[src/rtl/wq_pkg.sv]
package wq_pkg;

    typedef enum logic [1:0] {
        QS_WAIT   = 2'd0,
        QS_IDLE   = 2'd1,
        QS_ACTIVE = 2'd2
    } qstate_e;

    typedef struct packed {
        logic ce_n;
        logic we_n;
        logic oe_n;
    } ctl_pins_t;

    localparam int NUM_PINS = $bits(ctl_pins_t);

    function automatic logic write_start(ctl_pins_t p);
        return !p.ce_n && !p.we_n && p.oe_n;
    endfunction

    function automatic logic cycle_end(ctl_pins_t p);
        return p.ce_n || p.we_n;
    endfunction

endpackage

[src/rtl/wq_sync.sv]
module wq_sync #(
    parameter int   STAGES  = 2,
    parameter logic RST_VAL = 1'b0
) (
    input  logic clk,
    input  logic rst,
    input  logic d,
    output logic q
);
    logic [STAGES-1:0] sh;

    always_ff @(posedge clk) begin
        if (rst) sh <= {STAGES{RST_VAL}};
        else     sh <= {sh[STAGES-2:0], d};
    end

    assign q = sh[STAGES-1];
endmodule

[src/rtl/wq_filter.sv]
module wq_filter #(
    parameter int   GLITCH_CYC = 4,
    parameter logic RST_VAL    = 1'b0
) (
    input  logic clk,
    input  logic rst,
    input  logic d,
    output logic q
);
    localparam int CW = $clog2(GLITCH_CYC + 1);
    localparam logic [CW-1:0] LAST = CW'(GLITCH_CYC - 1);

    logic [CW-1:0] cnt;

    always_ff @(posedge clk) begin
        if (rst) begin
            q   <= RST_VAL;
            cnt <= '0;
        end else if (d == q) begin
            cnt <= '0;
        end else if (cnt == LAST) begin
            q   <= d;
            cnt <= '0;
        end else begin
            cnt <= cnt + 1'b1;
        end
    end
endmodule

[src/rtl/wq_qualify.sv]
module wq_qualify
    import wq_pkg::*;
(
    input  logic      clk,
    input  logic      rst,
    input  ctl_pins_t lvl,
    input  logic      lock,
    output logic      strobe,
    output logic      cmd_reset
);
    qstate_e st, st_nx;
    logic    strobe_nx;

    always_comb begin
        st_nx     = st;
        strobe_nx = 1'b0;
        if (lock) begin
            st_nx = QS_WAIT;
        end else begin
            case (st)
                QS_WAIT:   if (cycle_end(lvl)) st_nx = QS_IDLE;
                QS_IDLE:   if (write_start(lvl)) st_nx = QS_ACTIVE;
                QS_ACTIVE: begin
                    if (!lvl.oe_n) begin
                        st_nx = cycle_end(lvl) ? QS_IDLE : QS_WAIT;
                    end else if (cycle_end(lvl)) begin
                        strobe_nx = 1'b1;
                        st_nx     = QS_IDLE;
                    end
                end
                default:   st_nx = QS_WAIT;
            endcase
        end
    end

    always_ff @(posedge clk) begin
        if (rst) begin
            st        <= QS_WAIT;
            strobe    <= 1'b0;
            cmd_reset <= 1'b1;
        end else begin
            st        <= st_nx;
            strobe    <= strobe_nx;
            cmd_reset <= lock;
        end
    end
endmodule

[src/rtl/wq_write_guard.sv]
module wq_write_guard
    import wq_pkg::*;
#(
    parameter int SYNC_STAGES = 2,
    parameter int GLITCH_CYC  = 4
) (
    input  logic clk,
    input  logic rst,
    input  logic ce_n,
    input  logic we_n,
    input  logic oe_n,
    input  logic vcc_low,
    output logic wr_strobe,
    output logic cmd_reset
);
    logic [NUM_PINS-1:0] raw_lvl;
    logic [NUM_PINS-1:0] sync_lvl;
    logic [NUM_PINS-1:0] filt_lvl;
    logic                lock_s;
    ctl_pins_t           lvl;

    assign raw_lvl = {ce_n, we_n, oe_n};

    for (genvar i = 0; i < NUM_PINS; i++) begin : g_pin
        wq_sync #(.STAGES(SYNC_STAGES), .RST_VAL(1'b0)) u_sync (
            .clk(clk), .rst(rst), .d(raw_lvl[i]), .q(sync_lvl[i])
        );
        wq_filter #(.GLITCH_CYC(GLITCH_CYC), .RST_VAL(1'b0)) u_filt (
            .clk(clk), .rst(rst), .d(sync_lvl[i]), .q(filt_lvl[i])
        );
    end

    wq_sync #(.STAGES(SYNC_STAGES), .RST_VAL(1'b1)) u_lock_sync (
        .clk(clk), .rst(rst), .d(vcc_low), .q(lock_s)
    );

    assign lvl = ctl_pins_t'(filt_lvl);

    wq_qualify u_qual (
        .clk(clk), .rst(rst), .lvl(lvl), .lock(lock_s),
        .strobe(wr_strobe), .cmd_reset(cmd_reset)
    );
endmodule

[config.mk]
export PLATFORM = sky130hd
export DESIGN_NAME = wq_write_guard
export DESIGN_NICKNAME = d
export VERILOG_FILES = /design/src/rtl/wq_pkg.sv /design/src/rtl/wq_sync.sv /design/src/rtl/wq_filter.sv /design/src/rtl/wq_qualify.sv /design/src/rtl/wq_write_guard.sv
export SDC_FILE = /design/constraint.sdc
export NUM_CORES = 1
export LEC_CHECK = 0
export BUFFER_PORTS_ARGS = -buffer_cell sky130_fd_sc_hd__buf_4
export CAP_MARGIN = 15
export CORE_UTILIZATION = 25
export CTS_CLUSTER_SIZE = 40
export DETAILED_ROUTE_END_ITERATION = 10
export PLACE_DENSITY = 0.52
export SLEW_MARGIN = 10
export SYNTH_ARGS = -nofsm -noshare
export SYNTH_HDL_FRONTEND = slang
export SYNTH_SLANG_ARGS = --single-unit
[constraint.sdc]
create_clock -name clk -period 1.25 [get_ports clk]
set_clock_uncertainty 0.15 [all_clocks]
set_input_delay 0.25 -clock clk [delete_from_list [all_inputs] [get_ports clk]]
set_output_delay 0.25 -clock clk [all_outputs]
set_load 0.1 [all_outputs]
==> results.md, run 1 <==
- Die Ht: 59.5 um
- Worst setup SP type: flip-flop
- Residual DRC count: 0
- CTS root buf: clkbuf_4
- RSZ-0062 raised after global routing: true
- Non-Filler Instances: 128
- Synth Area in Compound Gates: 1.06%
- Clk sinks: 24
- Die W: 59.5 um
- Pin count of the biggest net entering global routing: 17
- Num rows: 20
- Netlist cell types: 16
- Max-cap check violation count: 0
- Clk_lat worst skew: 0.30 ns
- Family with the most delay on the worst path: flip-flops
- Initial antenna violation count: 0
- Final net count: 97
- Tmin final: 1.24 ns
- Iteration-0 DRC Markers: 7
- Share of layout cells above drive strength 1: 41.7%
- Synth Area in Simple Gates: 21.5%
- Worst Path Required: 0.85 ns
- Vias in the first global route: 464
- Synthesis Warnings: 0
- Adder-cell share of the synthesized area: 9.09%
- Critical path type: reg -> out
- Post-Synth XOR/XNOR Area: 4.24%
- Fin. Hold Viols: 0
- Tot Pwr: 1240 uW
- Clock transition at the registers of the reported paths: 0.13 ns
- Synthesized instance count: 69
- Setup violations, final: 0
- Sequential cell area fraction in the yosys report: 58.2%
- Worst-Margin Slew: 0.434 ns
- Switching Share: 20.0%
- Sw power: 249 uW
- Syn Nets: 81
- Starting Density: 26.6%
- Vias per std cell: 3.98
- Clock buffer depth: 2
- Slowest CP cell: dfxtp_2
- Placed inst area: 951 um^2
- Post-synthesis mux area share: 3.64%
- Placer Congestion: 0.647
- Ports: 8
- CTS tree: yes
- Max_slew headroom: 70.9%
- Synthesized flop and latch total: 24
- Int Pwr: 995 uW
- I/O Buffers: 7
- Number of diodes: 0
- Post-CTS Setup Bufs: 0
- Clock power share: 31.4%
- Largest family of logic cells by synthesized area: simple AND/OR/NAND/NOR gates
- Critical path fanouts, max: 1
- Post-Route WL: 1170 um
- Vias: 509
- DP Wirelength: 779 um
- Logic pwr share: 5.3%
- Remaining Overflow, GRT: 0
- ANT nets after route: 0
- Fmax: 808 MHz
- Placed Cells: 121
- Syn avg cell area: 12.0 um^2
- Setup crit end kind: primary output
- TritonCTS buffer count: 3
- Global Route Usage Sum: 7.61%
- Final design utilization: 36.8%
- Hold Crit Class: in -> reg
- Register share of total power: 63.3%
- First-pass GRT wire length: 1970 um
- DRT Pass-1 Iters: 2
- Mapped cell area: 826 um^2
- Area Growth Syn to Fin: 38.2%
- Run status: finished clean
- CORE AREA: 0.00310 mm^2
- CTS H-tree depth: 1
- CP bufs+invs: 1
- Die ar.: 0.00354 mm^2
- Crit path cell chain: buf_12
- Worst VDD drop: 0.742 mV
- P_leak: 0.000376 uW
- Power per Cell Area: 1090 mW/mm^2
- Crit-path max cell delay: 0.36 ns
- Routed len/inst: 9.14 um
- Cell area after layout: 0.00114 mm^2
- Max Slew Vio Count: 0
- Final Cycle Share: 99.0%
- CP arrival: 0.84 ns
## what timing repair did
action                     in CTS  in global routing
hold buffers                    3                  0
pin swaps                       4                  2
setup endpoints to repair      11                 13
gates resized for setup        15                  9
hold endpoints to repair        3                  0
## state kept, by name (all words and copies together), names as in the netlist
| register | count |
|---|---|
| g_pin.u_filt.cnt | 9 |
| u_lock_sync.sh | 2 |
| u_qual.st | 2 |
| g_pin.u_sync.sh | 6 |
| u_qual.cmd_reset | 1 |
| u_qual.strobe | 1 |
| g_pin.u_filt.q | 3 |
## through the flow
stage | hold WS [ns] | worst slack (ns) | setup TNS, ns
2_1_floorplan | 0.204 | 0.0284 | 0
3_3_place_gp | 0.252 | -0.00588 | -0.0102
3_5_place_dp | 0.261 | -0.0479 | -0.118
4_1_cts | 0.00412 | -0.00370 | -0.00594
5_1_grt | 0.00554 | -0.0289 | -0.0815
6_report | 0.0176 | 0.0129 | 0
## layout by cell type, fill, tap and decap left out, types with 2 or more instances in the layout
cell type / netlist / routed
nor2b_1: 6 / 6
xnor2_1: 4 / 4
buf_4: 0 / 8
dfxtp_2: 0 / 5
inv_1: 3 / 3
dlygate4sd3_1: 0 / 3
ha_4: 0 / 4
ha_2: 0 / 2
nor4b_2: 1 / 4
or2_2: 3 / 3
nor4_1: 6 / 4
buf_12: 0 / 2
mux2i_1: 3 / 3
clkbuf_4: 0 / 3
nor2_1: 4 / 4
dfxtp_1: 24 / 19
nor4_2: 1 / 2
## cell type report
type / instances / area, um^2
Clock buffer: 4 / 36.3
Fill cell: 329 / 1960
Inverter: 3 / 11.3
Multi-Input combinational cell: 40 / 422
Sequential cell: 24 / 487
Tap cell: 44 / 55.1
Timing Repair Buffer: 13 / 130
## worst paths after layout
| kind | start | end | slack, ns | cells after the start |
|---|---|---|---|---|
| worst min register to register | g_pin[0].u_filt.cnt[0]$_SDFF_PP0_ | g_pin[0].u_filt.cnt[0]$_SDFF_PP0_ | 0.27 | 1 |
| worst max register to register | g_pin[1].u_filt.cnt[0]$_SDFF_PP0_ | g_pin[1].u_filt.cnt[0]$_SDFF_PP0_ | 0.03 | 3 |
| worst max-delay path | u_qual.cmd_reset$_SDFF_PP1_ | cmd_reset | 0.01 | 1 |
| worst min-delay path | rst | u_qual.cmd_reset$_SDFF_PP1_ | 0.02 | 2 |
## power groups by stage
stage                     clock, uW  combinational [uW]  sequential, uW
after floorplan                   0                24.0             809
final                           390                66.0             788
after global placement            0                51.7             803
after global routing            439                72.8             790
after detailed placement          0                52.1             804
after CTS                       418                63.8             787
## cell families after synthesis
family          after synthesis
simple gates                 26
flops                        24
fa+ha+maj                     6
buf+inv                       5
xor+xnor                      4
mux                           3
compound gates                1
## routing by layer
layer / GRT usage, % / vias up / part of all wire (%)
met2: 11.4 / 9 / 42
met1: 9.41 / 228 / 53
li1: - / 270 / -
met4: 2.04 / 0 / 1.5
met3: 4.15 / 2 / 3.6
met5: 0 / - / 0
## cell usage after synthesis
| cell type | instances | area (um^2) |
|---|---|---|
| dfxtp_1 | 24 | 480 |
| ha_1 | 6 | 75.1 |
| nor2b_1 | 6 | 37.5 |
| nor4_1 | 6 | 37.5 |
| nor2_1 | 4 | 15.0 |
| xnor2_1 | 4 | 35.0 |
| inv_1 | 3 | 11.3 |
| mux2i_1 | 3 | 30.0 |
| nor4b_1 | 3 | 26.3 |
| or2_2 | 3 | 18.8 |
| clkbuf_1 | 2 | 7.51 |
| a221oi_1 | 1 | 8.76 |
| nand2b_1 | 1 | 6.26 |
| nor4_2 | 1 | 12.5 |
| nor4b_2 | 1 | 15.0 |
| or3b_1 | 1 | 8.76 |
Power figures use the tool's default switching activity.
==> run 2: changes to the inputs <==
--- a/config.mk
+++ b/config.mk
@@ -10,7 +10,8 @@
 export CORE_UTILIZATION = 25
 export CTS_CLUSTER_SIZE = 40
 export DETAILED_ROUTE_END_ITERATION = 10
-export PLACE_DENSITY = 0.52
+export PLACE_DENSITY = 0.5
+export SETUP_SLACK_MARGIN = 0.15
 export SLEW_MARGIN = 10
 export SYNTH_ARGS = -nofsm -noshare
 export SYNTH_HDL_FRONTEND = slang
==> constraint.sdc (replaced) <==
create_clock -name clk -period 1.45 [get_ports clk]
set_clock_uncertainty 0.15 [all_clocks]
set_input_delay 0.29 -clock clk [delete_from_list [all_inputs] [get_ports clk]]
set_output_delay 0.29 -clock clk [all_outputs]
set_load 0.1 [all_outputs]
==> results.md, run 2 (synthesis gave the netlist of run 1 again) <==
- Run status: finished clean
- Die ar.: 0.00354 mm^2
- ANT nets after route: 0
- CTS H-tree depth: 1
- Vias in the first global route: 468
- Family with the most delay on the worst path: flip-flops
- Slowest CP cell: dfxtp_2
- Max Slew Vio Count: 0
- Worst Path Required: 1.01 ns
- Ports: 8
- First-pass GRT wire length: 1970 um
- Starting Density: 26.6%
- Critical path fanouts, max: 1
- Final design utilization: 35.5%
- Worst-Margin Slew: 0.412 ns
- Fmax: 783 MHz
- Crit-path max cell delay: 0.36 ns
- Area Growth Syn to Fin: 33.3%
- Min Hold Slack: 0.0390 ns
- Setup TNS: 0 ns
- Clock transition at the registers of the reported paths: 0.12 ns
- Global Route met2 Usage: 12.5%
- Fin. Hold Viols: 0
- CTS root buf: clkbuf_4
- Crit path cell chain: buf_12
- DP Wirelength: 795 um
- Remaining Overflow, GRT: 0
- Tmin final: 1.28 ns
- Share of layout cells above drive strength 1: 42.0%
- Final Cycle Share: 88.1%
- Clk sinks: 24
- Power per Cell Area: 970 mW/mm^2
- Iteration-0 DRC Markers: 3
- Vias per std cell: 3.93
- Final net count: 94
- I/O Buffers: 7
- Commonest non-fill, non-tap cells in the layout: 20 x dfxtp_1, 7 x nor4_2, 7 x buf_4
- CTS tree: yes
- CP arrival: 0.84 ns
- Hold Crit Class: in -> reg
- Largest register FFs: 9
- Number of diodes: 0
- Setup WS pre-CTS: 0.101 ns
- Routed len/inst: 9.51 um
- DRT Pass-1 Iters: 2
- Post-layout worst setup margin: 0.173 ns
- Worst setup SP type: flip-flop
- Residual DRC count: 0
- Placer Congestion: 0.538
- Worst VDD drop: 0.521 mV
- Clk_lat worst skew: 0.30 ns
- Max_slew headroom: 72.3%
- Setup crit end kind: primary output
- Max-cap check violation count: 0
- Post-Route WL: 1190 um
- Pin count of the biggest net entering global routing: 17
- RSZ-0062 raised after global routing: true
- Global routing met3 resource utilization: 3.28%
- GR peak layer: met2
- P_leak: 0.000372 uW
- TritonCTS buffer count: 3
- Die W: 59.5 um
- Initial antenna violation count: 0
- Commonest non-fill, non-tap cell in the layout: dfxtp_1
- Num rows: 20
- Clock buffer depth: 2
- Biggest regs: g_pin.u_filt.cnt x9, g_pin.u_sync.sh x6, g_pin.u_filt.q x3
- CP bufs+invs: 1
- Setup violations, final: 0
- Vias: 491
- Register with the most flip-flops: g_pin.u_filt.cnt
- GR Util met1: 8.46%
- Global Route Usage Sum: 7.70%
- Die Ht: 59.5 um
- CORE AREA: 0.00310 mm^2
- Critical path type: reg -> out
[run 2: repair_timing]
action | CTS | global route
endpoints found under the setup margin | 4 | 16
hold buffers | 0 | 1
pin swaps | 0 | 4
setup buffers | 0 | 1
resized for setup | 5 | 17
endpoints found under the hold margin | 0 | 1
[run 2: report_power, final]
part	total (uW)	switching (uW)	internal (uW)
clock	336	183	153
sequential	679	5.77	673
combinational	52.6	25.5	27.1
total	1070	214	853
[run 2: final cells by class]
type | instances | area (um^2)
Multi-Input combinational cell | 40 | 410
Timing Repair Buffer | 10 | 103
Sequential cell | 24 | 485
Inverter | 3 | 11.3
Fill cell | 335 | 2000
Clock buffer | 4 | 36.3
Tap cell | 44 | 55.1
[run 2: path summary, 6_finish.rpt]
path,depth (start not counted),from,slack (ns),to
setup reg to reg,3,g_pin[1].u_filt.cnt[0]$_SDFF_PP0_,0.17,g_pin[1].u_filt.cnt[0]$_SDFF_PP0_
hold / removal,2,we_n,0.04,g_pin[1].u_sync.sh[0]$_SDFF_PP0_
hold reg to reg,1,u_lock_sync.sh[0]$_SDFF_PP1_,0.28,u_lock_sync.sh[1]$_SDFF_PP1_
setup / recovery,1,u_qual.cmd_reset$_SDFF_PP1_,0.17,cmd_reset
[run 2: per-stage QoR]
step	cells	power (uW)	area (um^2)
final	125	1070	1100
after global placement	119	735	936
after CTS	123	1070	996
after floorplan	69	718	828
after detailed placement	119	736	936
after global routing	125	1110	1100
[run 2: routing by layer]
metal | vias to the layer above | wire [um]
met4 | 0 | 19
li1 | 261 | -
met3 | 2 | 67
met2 | 12 | 613
met1 | 216 | 488
met5 | - | 0
